==> src/rtl/adc_corr_pkg.sv <==
// Package: shared widths and constants of the gain/offset correction unit.
// Assumes: output is RAW_W + 2 bits wide (quarter-step resolution).
package adc_corr_pkg;
    localparam int RAW_W     = 12;
    localparam int GAIN_W    = 15;
    localparam int FRAC_W    = 14;
    localparam int OFF_W     = 14;
    localparam int OUT_W     = 14;
    localparam int ADDR_W    = 8;
    localparam int DATA_W    = 16;
    localparam int GAIN_ADDR = 4;
    localparam int OFF_ADDR  = 5;
endpackage

==> src/rtl/corr_coef_regs.sv <==
// Module: holds the gain and offset coefficients and loads them from the
// register-write port. Assumes write data is right-aligned: the gain takes
// the low GAIN_W bits and the offset the low OFF_W bits; higher bits are dropped.
module corr_coef_regs #(
    parameter int ADDR_W    = 8,
    parameter int DATA_W    = 16,
    parameter int GAIN_W    = 15,
    parameter int FRAC_W    = 14,
    parameter int OFF_W     = 14,
    parameter int GAIN_ADDR = 4,
    parameter int OFF_ADDR  = 5
) (
    input  logic              clk,
    input  logic              rst_n,
    input  logic              we,
    input  logic [ADDR_W-1:0] addr,
    input  logic [DATA_W-1:0] wdata,
    output logic [GAIN_W-1:0] gain,
    output logic [OFF_W-1:0]  offset
);
    localparam logic [GAIN_W-1:0] GAIN_UNITY = GAIN_W'(1) << FRAC_W;

    logic hit_gain;
    logic hit_off;

    // Decode which coefficient, if any, this write targets.
    always_comb begin
        hit_gain = we && (addr == ADDR_W'(GAIN_ADDR));
        hit_off  = we && (addr == ADDR_W'(OFF_ADDR));
    end

    // Coefficient storage with unity gain / zero offset after reset.
    always_ff @(posedge clk) begin
        if (!rst_n) begin
            gain   <= GAIN_UNITY;
            offset <= '0;
        end else begin
            if (hit_gain) gain   <= wdata[GAIN_W-1:0];
            if (hit_off)  offset <= wdata[OFF_W-1:0];
        end
    end


    foreign_addr_chk: assert property (@(posedge clk) disable iff (!rst_n)
        (we && addr != ADDR_W'(GAIN_ADDR) && addr != ADDR_W'(OFF_ADDR))
        |=> ($stable(gain) && $stable(offset)));
endmodule

==> src/rtl/corr_scale_stage.sv <==
// Module: first two pipeline stages. Stage 1 captures the raw code, the flag
// and a snapshot of the coefficients; stage 2 forms gain*(raw<<SHIFT)>>FRAC_W.
// Assumes one conversion per cycle at most; the pipeline never stalls.
module corr_scale_stage #(
    parameter int RAW_W  = 12,
    parameter int GAIN_W = 15,
    parameter int FRAC_W = 14,
    parameter int OFF_W  = 14,
    parameter int OUT_W  = 14,
    localparam int SHIFT  = OUT_W - RAW_W,
    localparam int PROD_W = GAIN_W + RAW_W + SHIFT,
    localparam int SCL_W  = PROD_W - FRAC_W
) (
    input  logic              clk,
    input  logic              rst_n,
    input  logic              in_valid,
    input  logic [RAW_W-1:0]  in_raw,
    input  logic              in_cal,
    input  logic [GAIN_W-1:0] cur_gain,
    input  logic [OFF_W-1:0]  cur_off,
    output logic              s2_valid,
    output logic              s2_cal,
    output logic [RAW_W-1:0]  s2_raw,
    output logic [OFF_W-1:0]  s2_off,
    output logic [SCL_W-1:0]  s2_scaled
);
    logic              s1_valid;
    logic              s1_cal;
    logic [RAW_W-1:0]  s1_raw;
    logic [GAIN_W-1:0] s1_gain;
    logic [OFF_W-1:0]  s1_off;
    logic [PROD_W-1:0] prod;

    // Stage 1: capture the conversion and freeze its coefficients.
    always_ff @(posedge clk) begin
        if (!rst_n) begin
            s1_valid <= 1'b0;
            s1_cal   <= 1'b0;
            s1_raw   <= '0;
            s1_gain  <= '0;
            s1_off   <= '0;
        end else begin
            s1_valid <= in_valid;
            if (in_valid) begin
                s1_cal  <= in_cal;
                s1_raw  <= in_raw;
                s1_gain <= cur_gain;
                s1_off  <= cur_off;
            end
        end
    end

    // Full-width product of gain and the raw code at quarter-step scale.
    always_comb begin
        prod = PROD_W'(s1_gain) * PROD_W'({s1_raw, {SHIFT{1'b0}}});
    end

    // Stage 2: keep the integer part of the product and carry the rest along.
    always_ff @(posedge clk) begin
        if (!rst_n) begin
            s2_valid  <= 1'b0;
            s2_cal    <= 1'b0;
            s2_raw    <= '0;
            s2_off    <= '0;
            s2_scaled <= '0;
        end else begin
            s2_valid <= s1_valid;
            if (s1_valid) begin
                s2_cal    <= s1_cal;
                s2_raw    <= s1_raw;
                s2_off    <= s1_off;
                s2_scaled <= prod[PROD_W-1:FRAC_W];
            end
        end
    end


    snapshot_hold_chk: assert property (@(posedge clk) disable iff (!rst_n)
        !in_valid |=> ($stable(s1_gain) && $stable(s1_off)));
endmodule

==> src/rtl/corr_sum_stage.sv <==
// Module: output stage. Adds the signed offset and the half-step term to the
// scaled value and clamps the sum into the output range; in bypass it emits
// raw<<SHIFT plus the half-step term. Assumes OUT_W > RAW_W.
module corr_sum_stage #(
    parameter int RAW_W = 12,
    parameter int OFF_W = 14,
    parameter int OUT_W = 14,
    parameter int SCL_W = 15,
    localparam int SHIFT = OUT_W - RAW_W,
    localparam int SUM_W = SCL_W + 2
) (
    input  logic             clk,
    input  logic             rst_n,
    input  logic             s2_valid,
    input  logic             s2_cal,
    input  logic [RAW_W-1:0] s2_raw,
    input  logic [OFF_W-1:0] s2_off,
    input  logic [SCL_W-1:0] s2_scaled,
    output logic             res_valid,
    output logic [OUT_W-1:0] res_code
);
    localparam logic signed [SUM_W-1:0] HALF    = SUM_W'(1) << (SHIFT - 1);
    localparam logic signed [SUM_W-1:0] TOP_VAL = SUM_W'((1 << OUT_W) - 1);

    logic signed [SUM_W-1:0] sum;
    logic [OUT_W-1:0]        cal_code;
    logic [OUT_W-1:0]        bypass_code;

    // Signed sum of scaled value, sign-extended offset and half-step term.
    always_comb begin
        sum = $signed({2'b00, s2_scaled})
            + $signed({{(SUM_W-OFF_W){s2_off[OFF_W-1]}}, s2_off})
            + HALF;
    end

    // Clamp the corrected sum to the unsigned output range.
    always_comb begin
        if (sum < 0)             cal_code = '0;
        else if (sum > TOP_VAL)  cal_code = '1;
        else                     cal_code = sum[OUT_W-1:0];
    end

    // Bypass format: raw code moved to quarter-step scale plus half step.
    always_comb begin
        bypass_code = {s2_raw, {SHIFT{1'b0}}} | OUT_W'(HALF);
    end

    // Output register selecting corrected or bypass code.
    always_ff @(posedge clk) begin
        if (!rst_n) begin
            res_valid <= 1'b0;
            res_code  <= '0;
        end else begin
            res_valid <= s2_valid;
            if (s2_valid) res_code <= s2_cal ? cal_code : bypass_code;
        end
    end


    bypass_half_chk: assert property (@(posedge clk) disable iff (!rst_n)
        (s2_valid && !s2_cal) |=> (res_code[SHIFT-1:0] == SHIFT'(HALF)));
endmodule

==> src/rtl/adc_lin_corrector.sv <==
// Module: top of the gain/offset correction unit. Wires the coefficient
// registers to a three-stage pipeline (capture, scale, sum/clamp).
// Assumes raw_valid is held low by the source while rst_n is low.
module adc_lin_corrector
    import adc_corr_pkg::*;
(
    input  logic              clk,
    input  logic              rst_n,
    input  logic              cfg_we,
    input  logic [ADDR_W-1:0] cfg_addr,
    input  logic [DATA_W-1:0] cfg_wdata,
    input  logic              raw_valid,
    input  logic [RAW_W-1:0]  raw_code,
    input  logic              raw_cal,
    output logic              res_valid,
    output logic [OUT_W-1:0]  res_code
);
    localparam int SCL_W = GAIN_W + OUT_W - FRAC_W;

    logic [GAIN_W-1:0] gain;
    logic [OFF_W-1:0]  offset;
    logic              s2_valid;
    logic              s2_cal;
    logic [RAW_W-1:0]  s2_raw;
    logic [OFF_W-1:0]  s2_off;
    logic [SCL_W-1:0]  s2_scaled;
    logic [1:0]        warm;

    corr_coef_regs #(
        .ADDR_W(ADDR_W), .DATA_W(DATA_W), .GAIN_W(GAIN_W), .FRAC_W(FRAC_W),
        .OFF_W(OFF_W), .GAIN_ADDR(GAIN_ADDR), .OFF_ADDR(OFF_ADDR)
    ) u_coef (
        .clk(clk), .rst_n(rst_n), .we(cfg_we), .addr(cfg_addr),
        .wdata(cfg_wdata), .gain(gain), .offset(offset)
    );

    corr_scale_stage #(
        .RAW_W(RAW_W), .GAIN_W(GAIN_W), .FRAC_W(FRAC_W), .OFF_W(OFF_W), .OUT_W(OUT_W)
    ) u_scale (
        .clk(clk), .rst_n(rst_n), .in_valid(raw_valid), .in_raw(raw_code),
        .in_cal(raw_cal), .cur_gain(gain), .cur_off(offset),
        .s2_valid(s2_valid), .s2_cal(s2_cal), .s2_raw(s2_raw),
        .s2_off(s2_off), .s2_scaled(s2_scaled)
    );

    corr_sum_stage #(
        .RAW_W(RAW_W), .OFF_W(OFF_W), .OUT_W(OUT_W), .SCL_W(SCL_W)
    ) u_sum (
        .clk(clk), .rst_n(rst_n), .s2_valid(s2_valid), .s2_cal(s2_cal),
        .s2_raw(s2_raw), .s2_off(s2_off), .s2_scaled(s2_scaled),
        .res_valid(res_valid), .res_code(res_code)
    );

    // Counts edges since reset release so latency checks never look before reset.
    always_ff @(posedge clk) begin
        if (!rst_n)              warm <= 2'd0;
        else if (warm != 2'd3)   warm <= warm + 2'd1;
    end


    latency_chk: assert property (@(posedge clk) disable iff (!rst_n)
        (warm == 2'd3) |-> (res_valid == $past(raw_valid, 3)));


    reset_idle_chk: assert property (@(posedge clk) disable iff (!rst_n)
        $past(!rst_n) |-> (!res_valid && res_code == '0));
endmodule

==> config.mk <==
export PLATFORM = sky130hd
export DESIGN_NAME = adc_lin_corrector
export DESIGN_NICKNAME = d
export VERILOG_FILES = /design/src/rtl/adc_corr_pkg.sv /design/src/rtl/corr_coef_regs.sv /design/src/rtl/corr_scale_stage.sv /design/src/rtl/corr_sum_stage.sv /design/src/rtl/adc_lin_corrector.sv
export SDC_FILE = /design/constraint.sdc
export NUM_CORES = 1
export LEC_CHECK = 0
export BUFFER_PORTS_ARGS = -buffer_cell sky130_fd_sc_hd__buf_2
export CORE_MARGIN = 5
export CORE_UTILIZATION = 60
export DETAILED_ROUTE_END_ITERATION = 7
export GPL_ROUTABILITY_DRIVEN = 1
export HOLD_SLACK_MARGIN = 0.03
export PLACE_DENSITY = 0.85
export SYNTH_ARGS = -nofsm -noshare
export SYNTH_HDL_FRONTEND = slang
export SYNTH_SLANG_ARGS = --single-unit
==> constraint.sdc <==
create_clock -name clk -period 6.7 [get_ports clk]
set_input_delay 1.675 -clock clk [delete_from_list [all_inputs] [get_ports clk]]
set_output_delay 1.675 -clock clk [all_outputs]
set_load 0.01 [all_outputs]
# Yosys cells after proc, flatten, opt, wreduce, memory -nomap -nowiden
# Cells that the tools add are included.
[word_totals]
regBits = 130
in_bits = 41
elab_cells = 26
[op_classes]
addsub = 2
multipliers = 1
order_cmp = 2
n_eq_ne = 2
muxes = 3
reduce_logical = 2
[op_table]
columns = ["cell", "n"]
rows = [
  ["two-way mux 14 bit", 3],
  ["multiplier 15 x 12 -> 27 bit", 1],
  ["adder 16 x 14 -> 17 bit", 1],
  ["adder 17 x 3 -> 17 bit, second input constant", 1],
  ["> comparator 17 x 15 -> 1 bit, second input constant", 1],
  ["< comparator 17 x 1 -> 1 bit, second input constant", 1],
  ["equality test 8 x 3 -> 1 bit, second input constant", 2],
  ["logical AND 1 bit", 2],
]

# Logic depth before layout (Yosys ltp)
[depth]
ltp_word = 6
mapped_depth = 22
ltp_nobuf = 20

# Hierarchy
# From an unflattened synthesis, not the netlist that was laid out.
[unflattened]
hier_cells = 1310
area_unflattened_um2 = 11964.0
[by_module_without_submodules]
columns = ["mod", "instances", "cells_per_inst", "area_each_um2", "seq_area_each_um2"]
rows = [
  ["corr_scale_stage", 1, 979, 8934.8, 1721.7],
  ["corr_sum_stage", 1, 215, 1846.8, 300.3],
  ["corr_coef_regs", 1, 116, 1182.4, 580.6],
]

# Worst setup path after synthesis
# No wires, ideal clock.
[synth_path]
path_kind = "reg-to-reg"
start = "reg u_scale.s1_raw[5]"
end = "reg u_scale.s2_scaled[11]"
setup_time_ns = 0.126
arrival_ns = 5.203
required_time_ns = 6.574
setup_slack_ns = 1.372
stages_incl_launch_ff = 21
cell_sequence = "dfxtp_1 -> clkbuf_1 -> clkbuf_1 -> nand2_1 -> fa_1 -> fa_1 -> fa_1 -> inv_1 -> fa_1 -> inv_1 -> fa_1 -> inv_1 -> ha_1 -> and3_1 -> a31oi_1 -> a21oi_1 -> a211oi_1 -> o21ai_0 -> o31ai_1 -> xor2_1 -> o21ai_0"
[synth_between]
elab_chain_cells = 1
[synth_rtl]
columns = ["item", "line", "rtl"]
rows = [
  ["from (decl)", "corr_scale_stage.sv:29", "logic [RAW_W-1:0] s1_raw;"],
  ["from (signal assigned)", "corr_scale_stage.sv:46", "s1_raw <= in_raw;"],
  ["multiplier 15 x 12 -> 27 bit", "corr_scale_stage.sv:55", "prod = PROD_W'(s1_gain) * PROD_W'({s1_raw, {SHIFT{1'b0}}});"],
  ["to (signal assigned)", "corr_scale_stage.sv:72", "s2_scaled <= prod[PROD_W-1:FRAC_W];"],
  ["to (decl)", "corr_scale_stage.sv:25", "output logic [SCL_W-1:0] s2_scaled"],
]
# Every way passes these cells.
# A chain may end at the register's enable or synchronous reset.

# Worst setup path in the final report
[layout_path]
start = "reg u_scale.s1_raw[6]"
end = "reg u_scale.s2_scaled[11]"
# Same word-level chain as after synthesis.

==> metrics <==
Pleak=6.18 nW; Port Buffer Count=54; Distinct cells, synth=55; grt ovf=0; drt first pass iters=5; fin crit period=~6000 ps; number of synthesized flops with an enable pin=0; Post-Layout Cell Count=1,517; Seq/Total Area, Yosys=a little under a quarter; full die area=0.0220 mm^2; clock root cell=clkbuf_16; io pins=between 50 and 60; Slew Viols, Final=0; synth warn=0; crit end category=flip-flop; Power Density=~150 mW/mm^2; Final GP Congestion=approximately 0.91; clock power share=between 40% and 50%; Fill cells=roughly 1,400; H-tree depth=4; Synth top area share=a little under a quarter; vias in the first global route=~8,800; outcome=complete, no violations; commonest cells in the netlist=inv_1 (172), nand2_1 (144), dfxtp_1 (130), fa_1 (130), nor2b_1 (106); fin nets=approximately 1,500; Initial DRC Count=around 580; Top FF cell, synth=dfxtp_1; Finish-stage setup viols=0; Setup CP Type=flip-flop to flip-flop; Async SR Flop Fraction=0%; peak supply drop=198 uV; Syn Std Cell Area=between 0.01 and 0.015 mm^2; CTS tree=built; CP max FO=17; Fmax=0.162 GHz; flop-to-flop setup slack=~540 ps; worst skew pair latency=420 ps; CTS buffer count=17; dpl cells=about 1,500; setup TNS=0 ps; Least-Margin Pin Slew=~950 ps; DRC=0; total wire length=around 26,000 um; first-pass GRT wire length=between 40,000 and 50,000 um; Slew headroom=roughly 37%; Routed Antenna Nets=0; Rows=50; die height=about 150 um; Multi-input gate area=between 0.007 and 0.008 mm^2; WL/cell=about 17 um; WP data required=between 6000 and 7000 ps; area leader, netlist=dfxtp_1; #FFs+latches synth=130; Setup Fix Bufs, Post-CTS=0; core area=0.0188 mm^2; syn_area_per_cell=9.19 um^2; n_diodes=0; share of cells above drive strength 1=between 8 and 9%; chip width=around 150 um; worst hold path type=flip-flop to flip-flop; startpoint types=flip-flop; Switching Fraction=approximately 24%; synth-to-layout area growth=8.91%; Max Clock Skew=around 12 ps; Num Clock Sinks=130; period utilization=91.9%; Sequential Power Share=a little over two fifths; switching power=between 0.0004 and 0.0005 W; Total GRT Usage=24.6%; CTS Hold Bufs=0; Reg area=0.00260 mm^2; top cells by area, synth=dfxtp_1 (23%), fa_1 (23%), ha_1 (9.9%), mux2i_1 (9.2%), nor2b_1 (5.8%); Cell Int Power=~0.0014 W; final hold viol count=0; largest net degree at the start of global routing=around 100; RSZ-0062 raised after global routing=false; combinational share of power=6.7%; initial antenna violation count=0; total vias in the final route=8,547; fin util=about two thirds; Max-cap violations=0; Initial Util=around three fifths; HPWL after DPL=between 15,000 and 20,000 um; Max Buffers Root-to-Sink=2; most common cell in the netlist=inv_1; Resize count post-CTS=0; CP arrival=between 6000 and 7000 ps; drt via density=approximately 5.6; Mapped Nets=between 1,500 and 2,000; CTS clk-pin slew, worst paths=60 ps; post-synthesis cell count=~1,200
sequential cells by signal, indices dropped and copies added (netlist names):
register,flops
u_coef.gain,15
u_scale.s1_gain,15
u_scale.s2_scaled,15
u_coef.offset,14
u_scale.s1_off,14
u_scale.s2_off,14
u_sum.res_code,14
u_scale.s1_raw,12
u_scale.s2_raw,12
u_scale.s1_cal,1
u_scale.s1_valid,1
u_scale.s2_cal,1
u_scale.s2_valid,1
u_sum.res_valid,1
stage by stage:
stage | worst slack (ps) | area (um^2) | hold WS, ps | total power, W
floorplan | 1370 | 11500 | 429 | 0.000901
global placement | 855 | 11900 | 453 | 0.000948
detailed placement | 617 | 11900 | 458 | 0.000952
CTS | 577 | 12500 | 466 | 0.00187
global route | 220 | 12500 | 507 | 0.00192
finish | 545 | 12500 | 468 | 0.00186
path summary, 6_finish.rpt:
path,start,to,cells after the start
setup / recovery,u_scale.s1_raw[6]$_SDFFE_PN0P_,u_scale.s2_scaled[11]$_SDFFE_PN0P_,18
hold / removal,u_sum.res_code[0]$_SDFFE_PN0P_,u_sum.res_code[0]$_SDFFE_PN0P_,2
setup reg to reg,u_scale.s1_raw[6]$_SDFFE_PN0P_,u_scale.s2_scaled[11]$_SDFFE_PN0P_,18
hold reg to reg,u_sum.res_code[0]$_SDFFE_PN0P_,u_sum.res_code[0]$_SDFFE_PN0P_,2
cell usage in the layout (no fill, tap or decap), types with 3 or more instances in the layout:
cell | Yosys | routed
a211o_1 | 3 | 3
a211oi_1 | 9 | 9
a21o_1 | 26 | 26
a21oi_1 | 22 | 22
a221oi_1 | 4 | 4
a31oi_1 | 4 | 4
and2_1 | 70 | 70
and3_1 | 6 | 6
buf_2 | 3 | 54
buf_4 | 1 | 18
clkbuf_16 | 0 | 17
dfxtp_1 | 130 | 129
fa_1 | 130 | 130
ha_1 | 91 | 91
inv_1 | 172 | 172
inv_6 | 0 | 5
mux2i_1 | 105 | 105
nand2_1 | 144 | 144
nand3_1 | 9 | 9
nand4_1 | 10 | 10
nor2_1 | 29 | 29
nor2b_1 | 106 | 106
nor3_1 | 4 | 4
o211ai_1 | 5 | 5
o21ai_0 | 36 | 36
o21bai_1 | 3 | 3
o31ai_1 | 4 | 4
or2_2 | 3 | 3
xnor2_1 | 13 | 13
xor2_1 | 10 | 10
worst max-delay path, stage by stage (launching register included):
cell and delay (ps):
dfxtp_1 820, nand2_1 210, fa_1 580, inv_1 60
fa_1 570, fa_1 430, fa_1 500, inv_1 50
fa_1 490, inv_1 40, ha_1 320, and3_1 200
a31oi_1 290, a21oi_1 120, a211oi_1 400, o21ai_0 310
o31ai_1 340, xor2_1 180, o21ai_0 100
cell families after synthesis:
group	Yosys count	share of synthesized area [%]
xor gates and xnor gates	23	1.76
and+or+nand+nor	398	18.1
DFF	130	22.7
muxes	105	9.17
adders and majority gates	221	32.7
buffers and inverters	239	7.96
AOI/OAI and AO/OA	131	7.61
final cells by class:
class	count	share of cell area (%)
Tap cell	234	2.35
Inverter	172	5.17
Clock buffer	18	3.52
Sequential cell	130	20.9
Timing Repair Buffer	72	3.25
Clock inverter	13	1.19
Multi-Input combinational cell	878	63.6
metal layers:
layer	track usage [%]	wire length, um	vias to the layer above
met1	32.2	11200	4191
li1	-	-	4040
met5	0	0	-
met4	7.62	585	0
met3	4.39	1520	54
met2	41.7	12500	262
power by group through the flow:
stage | Combinational (W) | Sequential (W) | Clock (W)
floorplan | 0.0000884 | 0.000813 | 0
global placement | 0.000119 | 0.000829 | 0
detailed placement | 0.000123 | 0.000829 | 0
CTS | 0.000125 | 0.000813 | 0.000930
global route | 0.000136 | 0.000815 | 0.000967
finish | 0.000124 | 0.000814 | 0.000920
Power figures use the tool's default switching activity.
